--- config.mk ---
export PLATFORM = sky130hd
export DESIGN_NAME = codec_regbridge
export DESIGN_NICKNAME = d
export VERILOG_FILES = /design/src/rtl/codec_bridge_pkg.sv /design/src/rtl/cb_cmd_ctrl.sv /design/src/rtl/cb_reg_file.sv /design/src/rtl/cb_rd_pipe.sv /design/src/rtl/codec_regbridge.sv
export SDC_FILE = /design/constraint.sdc
export NUM_CORES = 1
export LEC_CHECK = 0
export BUFFER_PORTS_ARGS = -buffer_cell sky130_fd_sc_hd__buf_4
export CAP_MARGIN = 20
export CORE_UTILIZATION = 66
export CTS_CLUSTER_SIZE = 8
export DETAILED_ROUTE_END_ITERATION = 10
export PLACE_DENSITY = 0.81
export SYNTH_ARGS = -nofsm -noshare
export SYNTH_HDL_FRONTEND = slang
export SYNTH_SLANG_ARGS = --single-unit
--- constraint.sdc ---
create_clock -name clk -period 3.8 [get_ports clk]
set_input_delay 0.38 -clock clk [delete_from_list [all_inputs] [get_ports clk]]
set_output_delay 0.38 -clock clk [all_outputs]
set_load 0.1 [all_outputs]
--- src/rtl/codec_bridge_pkg.sv ---
`timescale 1ns/1ps
package codec_bridge_pkg;

  // host-visible word layout (fixed by software)
  localparam int CB_AW      = 7;
  localparam int CB_DW      = 8;
  localparam int CB_GO_BIT  = 16;
  localparam int CB_ADR_LSB = 8;
  localparam int CB_IRQ_BIT = 8;

  typedef struct packed {
    logic [CB_AW-1:0] addr;
    logic [CB_DW-1:0] data;
  } cb_cmd_t;

  // power-on contents of the internal bank
  function automatic logic [CB_DW-1:0] reg_default(input int idx);
    case (idx)
      0:  return 8'h0c;
      1:  return 8'haa;
      2:  return 8'h78;
      5:  return 8'hff;
      6:  return 8'h03;
      7:  return 8'h51;
      8:  return 8'h3f;
      11, 12, 13, 14, 15, 16: return 8'h04;
      17, 18: return 8'h0a;
      22: return 8'hc0;
      23: return 8'h34;
      24: return 8'h07;
      25: return 8'h44;
      26: return 8'h1f;
      default: return 8'h00;
    endcase
  endfunction

endpackage

--- src/rtl/cb_cmd_ctrl.sv ---
`timescale 1ns/1ps
module cb_cmd_ctrl
  import codec_bridge_pkg::*;
#(
  parameter int WR_CYCLES = 4
) (
  input  logic             clk,
  input  logic             rst,
  input  logic             cmd_wr,
  input  logic             cmd_go,
  input  cb_cmd_t          cmd_in,
  output logic             busy_o,
  output cb_cmd_t          cmd_q,
  output logic             commit_o
);

  localparam int CW = $clog2(WR_CYCLES + 1);

  logic [CW-1:0] cnt_q;
  logic          busy_q;

  always_ff @(posedge clk) begin
    if (rst) begin
      busy_q <= 1'b0;
      cnt_q  <= '0;
      cmd_q  <= '0;
    end else if (!busy_q && cmd_wr) begin
      cmd_q <= cmd_in;
      if (cmd_go) begin
        busy_q <= 1'b1;
        cnt_q  <= CW'(WR_CYCLES - 1);
      end
    end else if (busy_q) begin
      if (cnt_q == '0) busy_q <= 1'b0;
      else             cnt_q  <= cnt_q - 1'b1;
    end
  end

  assign busy_o   = busy_q;
  assign commit_o = busy_q && (cnt_q == '0);

  // checker: length of a busy run
  logic [CW:0] run_q;
  always_ff @(posedge clk) begin
    if (rst)         run_q <= '0;
    else if (busy_q) run_q <= run_q + 1'b1;
    else             run_q <= '0;
  end

  p_go_sets_busy_r3: assert property (@(posedge clk) disable iff (rst)
    (!busy_q && cmd_wr && cmd_go) |=> busy_q);

  p_busy_len_r3: assert property (@(posedge clk) disable iff (rst)
    run_q <= (CW+1)'(WR_CYCLES));

  p_busy_ignore_r4: assert property (@(posedge clk) disable iff (rst)
    (busy_q && cmd_wr) |=> $stable(cmd_q));

endmodule

--- src/rtl/cb_reg_file.sv ---
`timescale 1ns/1ps
module cb_reg_file
  import codec_bridge_pkg::*;
#(
  parameter int NREG      = 28,
  parameter int FLAG_ADDR = 9,
  parameter int TEST_A0   = 20,
  parameter int TEST_A1   = 21,
  parameter int UP_BIT    = 3,
  parameter int DN_BIT    = 2
) (
  input  logic             clk,
  input  logic             rst,
  input  logic             wr_en,
  input  logic [CB_AW-1:0] wr_addr,
  input  logic [CB_DW-1:0] wr_data,
  input  logic             up_evt,
  input  logic             dn_evt,
  input  logic [CB_AW-1:0] rd_addr,
  output logic [CB_DW-1:0] rd_val,
  output logic             irq_o
);

  localparam int FW = NREG * CB_DW;

  logic [FW-1:0]    mem_flat;
  logic [CB_DW-1:0] set_mask;

  always_comb begin
    set_mask         = '0;
    set_mask[UP_BIT] = up_evt;
    set_mask[DN_BIT] = dn_evt;
  end

  for (genvar i = 0; i < NREG; i++) begin : g_reg
    if (i == TEST_A0 || i == TEST_A1) begin : g_test
      assign mem_flat[i*CB_DW +: CB_DW] = '0;
    end else if (i == FLAG_ADDR) begin : g_flag
      logic [CB_DW-1:0] q;
      always_ff @(posedge clk) begin
        if (rst) q <= reg_default(i);
        else     q <= ((wr_en && wr_addr == CB_AW'(i)) ? wr_data : q) | set_mask;
      end
      assign mem_flat[i*CB_DW +: CB_DW] = q;
    end else begin : g_plain
      logic [CB_DW-1:0] q;
      always_ff @(posedge clk) begin
        if (rst) q <= reg_default(i);
        else if (wr_en && wr_addr == CB_AW'(i)) q <= wr_data;
      end
      assign mem_flat[i*CB_DW +: CB_DW] = q;
    end
  end

  always_comb begin
    rd_val = '0;
    for (int i = 0; i < NREG; i++)
      if (rd_addr == CB_AW'(i)) rd_val = mem_flat[i*CB_DW +: CB_DW];
  end

  logic [CB_DW-1:0] flag_cur;
  logic             rise;
  logic             wr_flag;
  logic             irq_q;

  assign flag_cur = mem_flat[FLAG_ADDR*CB_DW +: CB_DW];
  assign rise     = |(set_mask & ~flag_cur);
  assign wr_flag  = wr_en && (wr_addr == CB_AW'(FLAG_ADDR));

  always_ff @(posedge clk) begin
    if (rst)          irq_q <= 1'b0;
    else if (rise)    irq_q <= 1'b1;
    else if (wr_flag) irq_q <= 1'b0;
  end
  assign irq_o = irq_q;

  p_test_regs_r6: assert property (@(posedge clk) disable iff (rst)
    (wr_en && !up_evt && !dn_evt &&
     (wr_addr == CB_AW'(TEST_A0) || wr_addr == CB_AW'(TEST_A1) ||
      int'(wr_addr) >= NREG)) |=> $stable(mem_flat));

  p_flag_set_r7: assert property (@(posedge clk) disable iff (rst)
    up_evt |=> mem_flat[FLAG_ADDR*CB_DW + UP_BIT]);

  p_irq_clr_r8: assert property (@(posedge clk) disable iff (rst)
    (wr_flag && !up_evt && !dn_evt) |=> !irq_q);

endmodule

--- src/rtl/cb_rd_pipe.sv ---
`timescale 1ns/1ps
module cb_rd_pipe #(
  parameter int W      = 8,
  parameter int STAGES = 6
) (
  input  logic         clk,
  input  logic         rst,
  input  logic [W-1:0] d,
  output logic [W-1:0] q
);

  logic [W-1:0] st [STAGES];

  always_ff @(posedge clk) begin
    if (rst) begin
      for (int k = 0; k < STAGES; k++) st[k] <= '0;
    end else begin
      st[0] <= d;
      for (int k = 1; k < STAGES; k++) st[k] <= st[k-1];
    end
  end

  assign q = st[STAGES-1];

endmodule

--- src/rtl/codec_regbridge.sv ---
`timescale 1ns/1ps
module codec_regbridge
  import codec_bridge_pkg::*;
#(
  parameter int NREG      = 28,
  parameter int WR_CYCLES = 4,
  parameter int RD_STAGES = 6,
  parameter int FLAG_ADDR = 9,
  parameter int TEST_A0   = 20,
  parameter int TEST_A1   = 21
) (
  input  logic        clk,
  input  logic        rst,
  input  logic        bus_wr,
  input  logic        bus_rd,
  input  logic        bus_sel,
  input  logic [31:0] bus_wdata,
  output logic [31:0] bus_rdata,
  input  logic        ramp_up_evt,
  input  logic        ramp_dn_evt,
  output logic        irq
);

  cb_cmd_t          cmd_in;
  cb_cmd_t          cmd_q;
  logic             busy;
  logic             commit;
  logic [CB_DW-1:0] rd_val;
  logic [CB_DW-1:0] rd_dly;
  logic             irq_int;
  logic             unused_wbits;

  assign cmd_in.addr  = bus_wdata[CB_ADR_LSB +: CB_AW];
  assign cmd_in.data  = bus_wdata[CB_DW-1:0];
  assign unused_wbits = ^{bus_wdata[31:CB_GO_BIT+1], bus_wdata[CB_GO_BIT-1]};

  cb_cmd_ctrl #(.WR_CYCLES(WR_CYCLES)) u_cmd (
    .clk      (clk),
    .rst      (rst),
    .cmd_wr   (bus_wr && !bus_sel),
    .cmd_go   (bus_wdata[CB_GO_BIT]),
    .cmd_in   (cmd_in),
    .busy_o   (busy),
    .cmd_q    (cmd_q),
    .commit_o (commit)
  );

  cb_reg_file #(
    .NREG(NREG), .FLAG_ADDR(FLAG_ADDR), .TEST_A0(TEST_A0), .TEST_A1(TEST_A1),
    .UP_BIT(3), .DN_BIT(2)
  ) u_regs (
    .clk     (clk),
    .rst     (rst),
    .wr_en   (commit),
    .wr_addr (cmd_q.addr),
    .wr_data (cmd_q.data),
    .up_evt  (ramp_up_evt),
    .dn_evt  (ramp_dn_evt),
    .rd_addr (cmd_q.addr),
    .rd_val  (rd_val),
    .irq_o   (irq_int)
  );

  cb_rd_pipe #(.W(CB_DW), .STAGES(RD_STAGES)) u_pipe (
    .clk (clk),
    .rst (rst),
    .d   (rd_val),
    .q   (rd_dly)
  );

  always_ff @(posedge clk) begin
    if (rst) bus_rdata <= '0;
    else if (bus_rd) begin
      if (bus_sel) bus_rdata <= {23'b0, irq_int, rd_dly};
      else         bus_rdata <= {15'b0, busy, 1'b0, cmd_q.addr, cmd_q.data};
    end
  end

  assign irq = irq_int;

endmodule

# Word-level counts from Yosys, hierarchy flattened
# Memory sizes are Yosys's and may differ from the RTL's.
# Cells that the tools add are included.
# Widths: inputs -> output; s select.
# classes
bitwise,9
n_eq_ne,29
addsub,1
n_mux,49
n_reduce_logical,37
# ops
operator,n
$mux 8,35
$eq 7x5->1 const B,12
$eq 7x4->1 const B,8
$logic_and 1x1->1,29
$eq 7x3->1 const B,4
$mux 17,1
$eq 7x2->1 const B,2
$mux 3,4
$mux 1,9
$and 4x8->8,1
$not 8->8,1
$or 8x4->8,1
$reduce_or 8->1,1
$eq 7x1->1 const B,1
$logic_not 7->1,1
$or 1x1->1,6
$reduce_bool 2->1,2
$logic_not 3->1,1
$reduce_and 3->1,1
$sub 3x1->3 const B,1
$logic_not 1->1,2
$ne 2x1->1 const B,1
$ne 2x2->1 const B,1
# totals
register_bits,260
ramBits,48
n_memories,1
word_cells,158
out_inout_bits,33
input_bits,39
# memory_table
name,depth,width,rd,rd_clocked_by_memory_dff,write_ports,line,rtl
u_pipe.st,6,8,6,0,6,cb_rd_pipe.sv:12,logic [W-1:0] st [STAGES];

# Logic depth before layout (Yosys ltp)
# Gate-level depths: netlist of run 1.
# logic_depth
word_depth,30
ltp_mapped,10
depth_no_buf,8

# Cells and area by module
# Synthesis of run 1 repeated with hierarchy kept, for this count alone.
# unflattened
cells_unflattened,1533
hier_area_um2,13087.6
# modules_own_cells
module,seq_area_each_um2,cells_per_inst,n_inst,area_per_inst_um2
cb_reg_file,4184.0,1247,1,10161.0
cb_rd_pipe,960.9,109,1,1365.1
codec_regbridge,320.3,89,1,825.8
cb_cmd_ctrl,380.4,88,1,735.7

# Worst setup path after synthesis of run 1
# Ideal clock, no wire load.
# synth_path
kind,flip-flop to flip-flop
startpoint,reg u_cmd.cnt_q[0]
endpoint,reg u_regs.g_reg[9].g_flag.q[2] (netlist: u_regs.flag_cur[2])
arrival_time_ns,1.855
period_less_slack_ns,1.982
setup_slack_ns,1.818
setup_time_ns,0.128
stages_incl_launch_ff,10
required_ns,3.672
path_buffers,1
path_cell_list,dfxtp_1 -> inv_1 -> ha_1 -> and3b_1 -> clkbuf_1 -> nand2_1 -> nor2_1 -> nor2b_1 -> a211oi_1 -> nor2_1
# synth_via
elab_chain_cells,5
# synth_rtl
item,line,rtl
start: declaration,cb_cmd_ctrl.sv:19,logic [CW-1:0] cnt_q;
start signal: assignment,cb_cmd_ctrl.sv:31,cnt_q <= CW'(WR_CYCLES - 1);
start signal: assignment,cb_cmd_ctrl.sv:35,else cnt_q <= cnt_q - 1'b1;
$logic_not 3->1,cb_cmd_ctrl.sv:40,assign commit_o = busy_q && (cnt_q == '0);
$logic_and 1x1->1,cb_cmd_ctrl.sv:40,
$logic_and 1x1->1,cb_reg_file.sv:42,else q <= ((wr_en && wr_addr == CB_AW'(i)) ? wr_data : q) | set_mask;
$mux 8,cb_reg_file.sv:42,
$or 8x4->8,cb_reg_file.sv:42,
end signal: assignment,cb_reg_file.sv:41,if (rst) q <= reg_default(i);
end signal: assignment,cb_reg_file.sv:42,
end: declaration,cb_reg_file.sv:39,logic [CB_DW-1:0] q;
# Every way passes these cells.
# A chain may end at the register's enable or synchronous reset.

# Worst setup path in the final report of run 1
# Ends and elaborated chain as after synthesis.

==> impl_metrics.py, run 1 <==
metrics = {
    "cts": {
        "clk_latency_ps": 530,
        "ctsHoldBuffers": 0,
        "cts.htree.levels": 2,
        "cts_tree": "built",
        "cts_resized": 0,
        "path_clk_slew_ps": 50,
        "clk_path_buf_depth": 3,
        "cts-root-buf": "clkbuf_16",
        "cts_setup_buffers": 0,
        "cts.sinks": 292,
        "numCtsBuffers": 42,
    },
    "placed_design": {
        "pre_cts_ws_ps": 955.4,
        "dp_hpwl_mm": 23.06,
        "port_buffers": 39,
        "place_congestion": 0.9866,
    },
    "detailed_routing": {
        "drcViolationCount": 0,
        "wl_met2_mm": 17.46,
        "drtPass1Iterations": 7,
        "dr_wl_met3_mm": 4.021,
        "routed_wl_mm": 37.78,
        "ant_nets": 0,
        "top_layer_used": "met4",
        "wl_met1_mm": 14.50,
        "vias": 11470,
        "drtIter0Drc": 1684,
        "wire_per_inst_um": 21.59,
        "vias_per_cell": 6.553,
    },
    "worst_setup_path": {
        "critPathMaxFanout": 18,
        "rr_worst_depth": 9,
        "cp.arrival_ps": 3360,
        "r2r_slack_ps": 810,
        "cp_top_family": "simple AND/OR/NAND/NOR gates",
        "worstReg2RegStart": "u_cmd.cnt_q[0]",
        "worst-setup-path-type": "flip-flop to flip-flop",
        "crit_slowest_cell": "and3b_1",
        "crit_top_cell": "nor2_1",
        "reg2reg_to": "u_regs.flag_cur[2]",
        "crit_path_max_incr_delay_ps": 820,
        "required_ps": 4170,
        "cp_num_buf_inv": 2,
        "crit_chain": "inv_1 > ha_1 > and3b_1 > nand2_1 > buf_4 > nor2_1 > nor2b_1 > a211oi_1 > nor2_1",
        "crit_path_start_kind": "flip-flop",
        "crit_path_end_kind": "flip-flop",
    },
    "logic_synthesis": {
        "synth_simple_gate_area_frac": 0.2249,
        "syn_area_mm2": 0.01268,
        "async_reset_ff_frac": 0,
        "synthAdderAreaFrac": 0.001974,
        "ys_seq_area_frac": 0.4611,
        "ys_types": 69,
        "ys_warn_count": 0,
        "synth-seq-cells": 292,
        "muxShareOfSynthArea": 0.08754,
        "synth_edf_count": 0,
        "synth_top_family_by_area": "simple AND/OR/NAND/NOR gates",
        "netlist_instances": 1519,
        "synth_top_area_frac": 0.4611,
        "yosys.area_share.xor_xnor": 0,
        "synth_area_leaders": "dfxtp_1 (46%), nand2_1 (8.3%), a21oi_1 (6.7%)",
        "synth.avg_cell_area_um2": 8.346,
        "yosysTopAreaCell": "dfxtp_1",
        "synthFlopType": "dfxtp_1",
        "synth-compound-area-share": 0.1669,
    },
    "power_and_ir_drop": {
        "irDropWorstVdd_mv": 0.3696,
        "power.leakage_nw": 5.113,
        "p_per_area_mw_per_mm2": 498.1,
        "totalPowerFinal_mw": 7.037,
    },
    "job": {
        "maxCapViolCount": 0,
    },
    "timing": {
        "finalHoldViolations": 0,
        "fin_crit_ps": 2987,
        "fin_ws_ps": 812.9,
        "hold_ws_ps": 74.29,
        "slew_headroom": 0.2502,
        "fin_crit_sh": 0.7861,
        "clock.fmax_ghz": 0.3348,
        "setup-tns-final_ps": 0,
        "setup_viol": 0,
        "fin_skew_ps": 15.56,
        "rsz0062_at_grt": "false",
        "drv_slew": 0,
        "tightest_slew_ps": 1123,
    },
    "die": {
        "die_area_mm2": 0.01977,
        "die_w_um": 140.6,
        "die_h_um": 140.6,
        "core_mm2": 0.01877,
        "ios": 72,
        "fp-row-count": 50,
        "initial_core_util": 0.6755,
    },
    "status": {
        "status": "complete, no violations",
    },
    "global_route": {
        "grt_util_all_layers": 0.3851,
        "antenna_found_initial": 0,
        "grt_pass1_wl_mm": 59.07,
        "grt_max_degree": 95,
        "overflow": 0,
        "first_global_vias": 10920,
    },
    "hold_path": {
        "worstHoldStart": "ramp_up_evt",
        "hold_path.class": "input pin to flip-flop",
        "hold_path_end": "u_regs.flag_cur[3]",
        "worstHoldPathCells": 3,
    },
    "layout": {
        "num_antenna_cells": 0,
        "area_growth_pct": 11.44,
        "drive_above_1_share": 0.1141,
        "num-nets-final": 1554,
        "nFillCells": 1395,
    },
}
power breakdown:
group | switching [mW] | internal [mW]
combinational | 0.427 | 0.148
clock | 1.28 | 2.03
sequential | 0.0498 | 3.11
synthesized netlist by cell type (5+ instances only):
cell type and instances:
buf_4 21, a21oi_1 169, mux2_2 7, o211ai_1 6, a32o_1 5, nand4_1 7
nor2b_1 51, o22ai_1 13, nand2b_1 16, buf_2 34, mux2i_1 67, nor3_1 11
a211oi_1 16, nand3_1 117, mux4_2 16, inv_1 6, nor2_1 88, and2_1 7
dfxtp_1 292, o21ai_0 97, a22oi_1 8, nand2_1 280, clkbuf_1 86, a31oi_1 11
a32oi_1 8
layout by cell type, fill, tap and decap left out, drive strengths merged, types with 8 or more instances in the layout:
master  count
mux4       16
o21ai      97
nand2b     16
nand3     118
a22oi       8
dfxtp     292
a211oi     16
mux2i      67
a32oi       8
a31oi      11
nand2     280
nor2       94
conb       16
nor2b      51
nor3       15
clkbuf     43
o22ai      13
a21oi     169
buf        82
area by class of cell:
type	instances	area, um^2	area share
clock buffer	43	1055	0.07466
clock inverter	4	92.59	0.006554
inverter	8	30.03	0.002126
multi-input combinational	1087	6175	0.4371
sequential	292	5851	0.4141
tap	234	292.8	0.02072
timing repair buffer	82	631.9	0.04473
kinds of logic after synthesis:
family	Yosys count
mux	90
compound gates	366
simple gates	613
buf+inv	155
other cells	1
fa+ha+maj	2
flops	292
worst max-delay path by stage:
stage	startpoint	end	slack, ps	cells after the start
after global placement	u_cmd.cmd_q[8]	u_pipe.st[0][7]	960	6
after CTS	u_cmd.cnt_q[0]	u_regs.flag_cur[2]	900	9
final	u_cmd.cnt_q[0]	u_regs.flag_cur[2]	810	9
after detailed placement	u_cmd.cmd_q[8]	u_pipe.st[0][7]	960	6
after global routing	u_cmd.cnt_q[0]	u_regs.flag_cur[2]	650	9
after floorplan	u_cmd.cnt_q[0]	u_regs.flag_cur[2]	1820	9
registers in the layout, summed over array words and instances (netlist names):
signal / cells
u_regs.g.g_plain.q: 200
u_pipe.st: 48
bus_rdata: 16
u_cmd.cmd_q: 15
u_regs.flag_cur: 8
u_cmd.cnt_q: 3
u_cmd.busy_o: 1
u_regs.irq_o: 1
metal layers:
| layer | GRT usage | up-vias |
|---|---|---|
| li1 | - | 5205 |
| met1 | 0.4990 | 5408 |
| met2 | 0.6132 | 711 |
| met3 | 0.07337 | 144 |
| met4 | 0.2071 | 0 |
| met5 | 0 | - |
per-stage QoR:
stage          utilization  std cells  cell area [um^2]
2_1_floorplan            -       1534             12730
3_3_place_gp        0.6916       1703             12980
3_5_place_dp        0.6916       1703             12980
4_1_cts             0.7527       1750             14130
5_1_grt             0.7527       1750             14130
6_report            0.7527       1750             14130
worst min-delay path, cell delays in order:
cell	delay, ps
buf_4	80
a211oi_1	30
nor2_1	60
No activity file was read; power rests on OpenSTA's default activity.
==> run 2, diff against run 1 <==
--- a/config.mk
+++ b/config.mk
@@ -7,10 +7,10 @@
 export LEC_CHECK = 0
 export BUFFER_PORTS_ARGS = -buffer_cell sky130_fd_sc_hd__buf_4
 export CAP_MARGIN = 20
-export CORE_UTILIZATION = 66
+export CORE_UTILIZATION = 55
 export CTS_CLUSTER_SIZE = 8
 export DETAILED_ROUTE_END_ITERATION = 10
-export PLACE_DENSITY = 0.81
+export PLACE_DENSITY = 0.72
 export SYNTH_ARGS = -nofsm -noshare
 export SYNTH_HDL_FRONTEND = slang
 export SYNTH_SLANG_ARGS = --single-unit
==> constraint.sdc (replaced) <==
create_clock -name clk -period 2.6 [get_ports clk]
set_input_delay 0.26 -clock clk [delete_from_list [all_inputs] [get_ports clk]]
set_output_delay 0.26 -clock clk [all_outputs]
set_load 0.1 [all_outputs]
==> impl_metrics.py, run 2 (synthesis gave the netlist of run 1 again) <==
metrics = {
    "status": {
        "status": "complete, no violations",
    },
    "die": {
        "initial_core_util": 0.5599,
        "ios": 72,
        "die_w_um": 153.8,
        "die_h_um": 153.8,
        "core_mm2": 0.02264,
        "die_area_mm2": 0.02366,
        "fp-row-count": 55,
    },
    "worst_setup_path": {
        "cp_top_family": "simple AND/OR/NAND/NOR gates",
        "reg2reg_to": "u_pipe.st[0][1]",
        "crit_top_cell": "buf_4",
        "worst-setup-path-type": "flip-flop to flip-flop",
        "rr_worst_depth": 8,
        "crit_chain": "buf_4 > and2_1 > nand2_1 > buf_4 > nor3b_1 > o22ai_1 > nor2_1 > nor4_1",
        "crit_path_max_incr_delay_ps": 480,
        "worstReg2RegStart": "u_cmd.cmd_q[10]",
        "crit_end": "u_pipe.st[0][1]",
        "critPathMaxFanout": 23,
        "cp-startpoint": "u_cmd.cmd_q[10]",
        "crit_slowest_cell": "nor3b_1",
        "required_ps": 2950,
        "r2r_slack_ps": 20,
        "crit_path_end_kind": "flip-flop",
        "crit_cells": 8,
        "cp.arrival_ps": 2930,
        "crit_path_start_kind": "flip-flop",
        "cp_num_buf_inv": 2,
    },
    "power_and_ir_drop": {
        "p_int_mw": 7.704,
        "seq_power_share": 0.446,
        "switching_power_mw": 2.572,
        "combPwrFrac": 0.092,
        "swShare": 0.2503,
        "clkPwrFrac": 0.462,
        "irDropWorstVdd_mv": 0.4194,
        "power.leakage_nw": 5.445,
        "p_per_area_mw_per_mm2": 695.0,
    },
    "timing": {
        "rsz0062_at_grt": "false",
        "fin_ws_ps": 15.72,
        "fin_skew_ps": 15.41,
        "fin_crit_ps": 2584,
        "tightest_slew_ps": 1111,
        "finalHoldViolations": 0,
        "setup-tns-final_ps": 0,
        "drv_slew": 0,
        "clock.fmax_ghz": 0.3870,
        "slew_headroom": 0.2593,
        "setup_viol": 0,
        "fin_crit_sh": 0.9940,
    },
    "placed_design": {
        "place_congestion": 0.9657,
        "dp_hpwl_mm": 24.79,
        "place_area_mm2": 0.01351,
        "port_buffers": 39,
        "pre_cts_ws_ps": 98.73,
    },
    "detailed_routing": {
        "wire_per_inst_um": 20.76,
        "vias": 11530,
        "ant_nets": 0,
        "vias_per_cell": 6.169,
        "drtPass1Iterations": 5,
        "routed_wl_mm": 38.80,
        "drcViolationCount": 0,
        "drtIter0Drc": 1354,
    },
    "cts": {
        "path_clk_slew_ps": 50,
        "cts.sinks": 292,
        "cts.htree.levels": 2,
        "numCtsBuffers": 42,
        "clk_latency_ps": 530,
        "cts-root-buf": "clkbuf_16",
        "clk_path_buf_depth": 3,
        "cts_tree": "built",
    },
    "layout": {
        "final_common_cell": "dfxtp_1",
        "largest_register_ffs": 200,
        "drive_above_1_share": 0.1458,
        "num-nets-final": 1620,
        "area_growth_pct": 16.63,
        "layout_common_cells": "dfxtp_1 (290), nand2_1 (280), a21oi_1 (169), buf_4 (124), nand3_1 (117)",
        "num_antenna_cells": 0,
        "fin_area_mm2": 0.01479,
        "top_register": "u_regs.g.g_plain.q",
        "top_regs": "u_regs.g.g_plain.q: 200 flops, u_pipe.st: 48 flops, bus_rdata: 16 flops",
    },
    "global_route": {
        "antenna_found_initial": 0,
        "grt_pass1_wl_mm": 60.40,
        "overflow": 0,
        "first_global_vias": 10750,
        "grt_max_degree": 238,
        "grt_util_all_layers": 0.3283,
    },
    "job": {
        "maxCapViolCount": 0,
    },
    "hold_path": {
        "hold_path.class": "input pin to flip-flop",
    },
}
-- run 2: metal layers --
| metal | global-route usage | up-vias | wire (um) |
|---|---|---|---|
| met3 | 0.06116 | 99 | 3226 |
| met2 | 0.5216 | 552 | 17840 |
| met1 | 0.4366 | 5511 | 16240 |
| met5 | 0 | - | 0 |
| li1 | - | 5368 | - |
| met4 | 0.1433 | 0 | 1488 |
-- run 2: cell type report --
| cell class | count | area (um^2) |
|---|---|---|
| Inverter | 8 | 30.03 |
| Clock inverter | 3 | 33.78 |
| Timing Repair Buffer | 148 | 1244 |
| Clock buffer | 46 | 1076 |
| Sequential cell | 292 | 5853 |
| Multi-Input combinational cell | 1087 | 6192 |
| Fill cell | 1868 | 7855 |
| Tap cell | 285 | 356.6 |
-- run 2: what timing repair did --
item,4_1_cts,5_1_grt
hold endpoints to repair,15,0
setup endpoints to repair,0,35
gates resized for setup,0,7
hold buffers,15,0
setup buffers,0,0
-- run 2: worst min path at each step --
stage	cells after the start	slack (ps)	startpoint	endpoint
after floorplan	2	380	ramp_dn_evt	u_regs.flag_cur[2]
after global placement	1	420	u_pipe.st[0][20]	u_pipe.st[0][28]
after detailed placement	1	420	u_pipe.st[0][19]	u_pipe.st[0][27]
after CTS	3	10	bus_wdata[12]	u_cmd.cmd_q[12]
after global routing	3	30	bus_wdata[12]	u_cmd.cmd_q[12]
final	3	20	bus_wdata[12]	u_cmd.cmd_q[12]
-- run 2: per-stage QoR --
step | utilization | total power, mW | hold WS [ps] | instances
2_1_floorplan | - | 5.288 | 380.6 | 1534
3_5_place_dp | 0.5966 | 5.574 | 421.2 | 1805
5_1_grt | 0.6531 | 10.58 | 29.02 | 1869
4_1_cts | 0.6522 | 10.31 | 12.22 | 1869
3_3_place_gp | 0.5966 | 5.568 | 415.3 | 1805
6_report | 0.6531 | 10.28 | 23.04 | 1869
-- run 2: worst min-delay path: cells and delay by family --
kind	cells	cell delay, ps
AND/OR/NAND/NOR	1	70
buffers and inverters	1	110
AO/OA/AOI/OAI	1	60
-- run 2: power groups by stage --
stage          clock [mW]  combinational (mW)  sequential, mW
5_1_grt              5.01               0.991            4.58
3_5_place_dp            0               0.906            4.67
4_1_cts              4.80               0.928            4.58
6_report             4.75               0.948            4.58
3_3_place_gp            0               0.902            4.67
2_1_floorplan           0               0.568            4.72
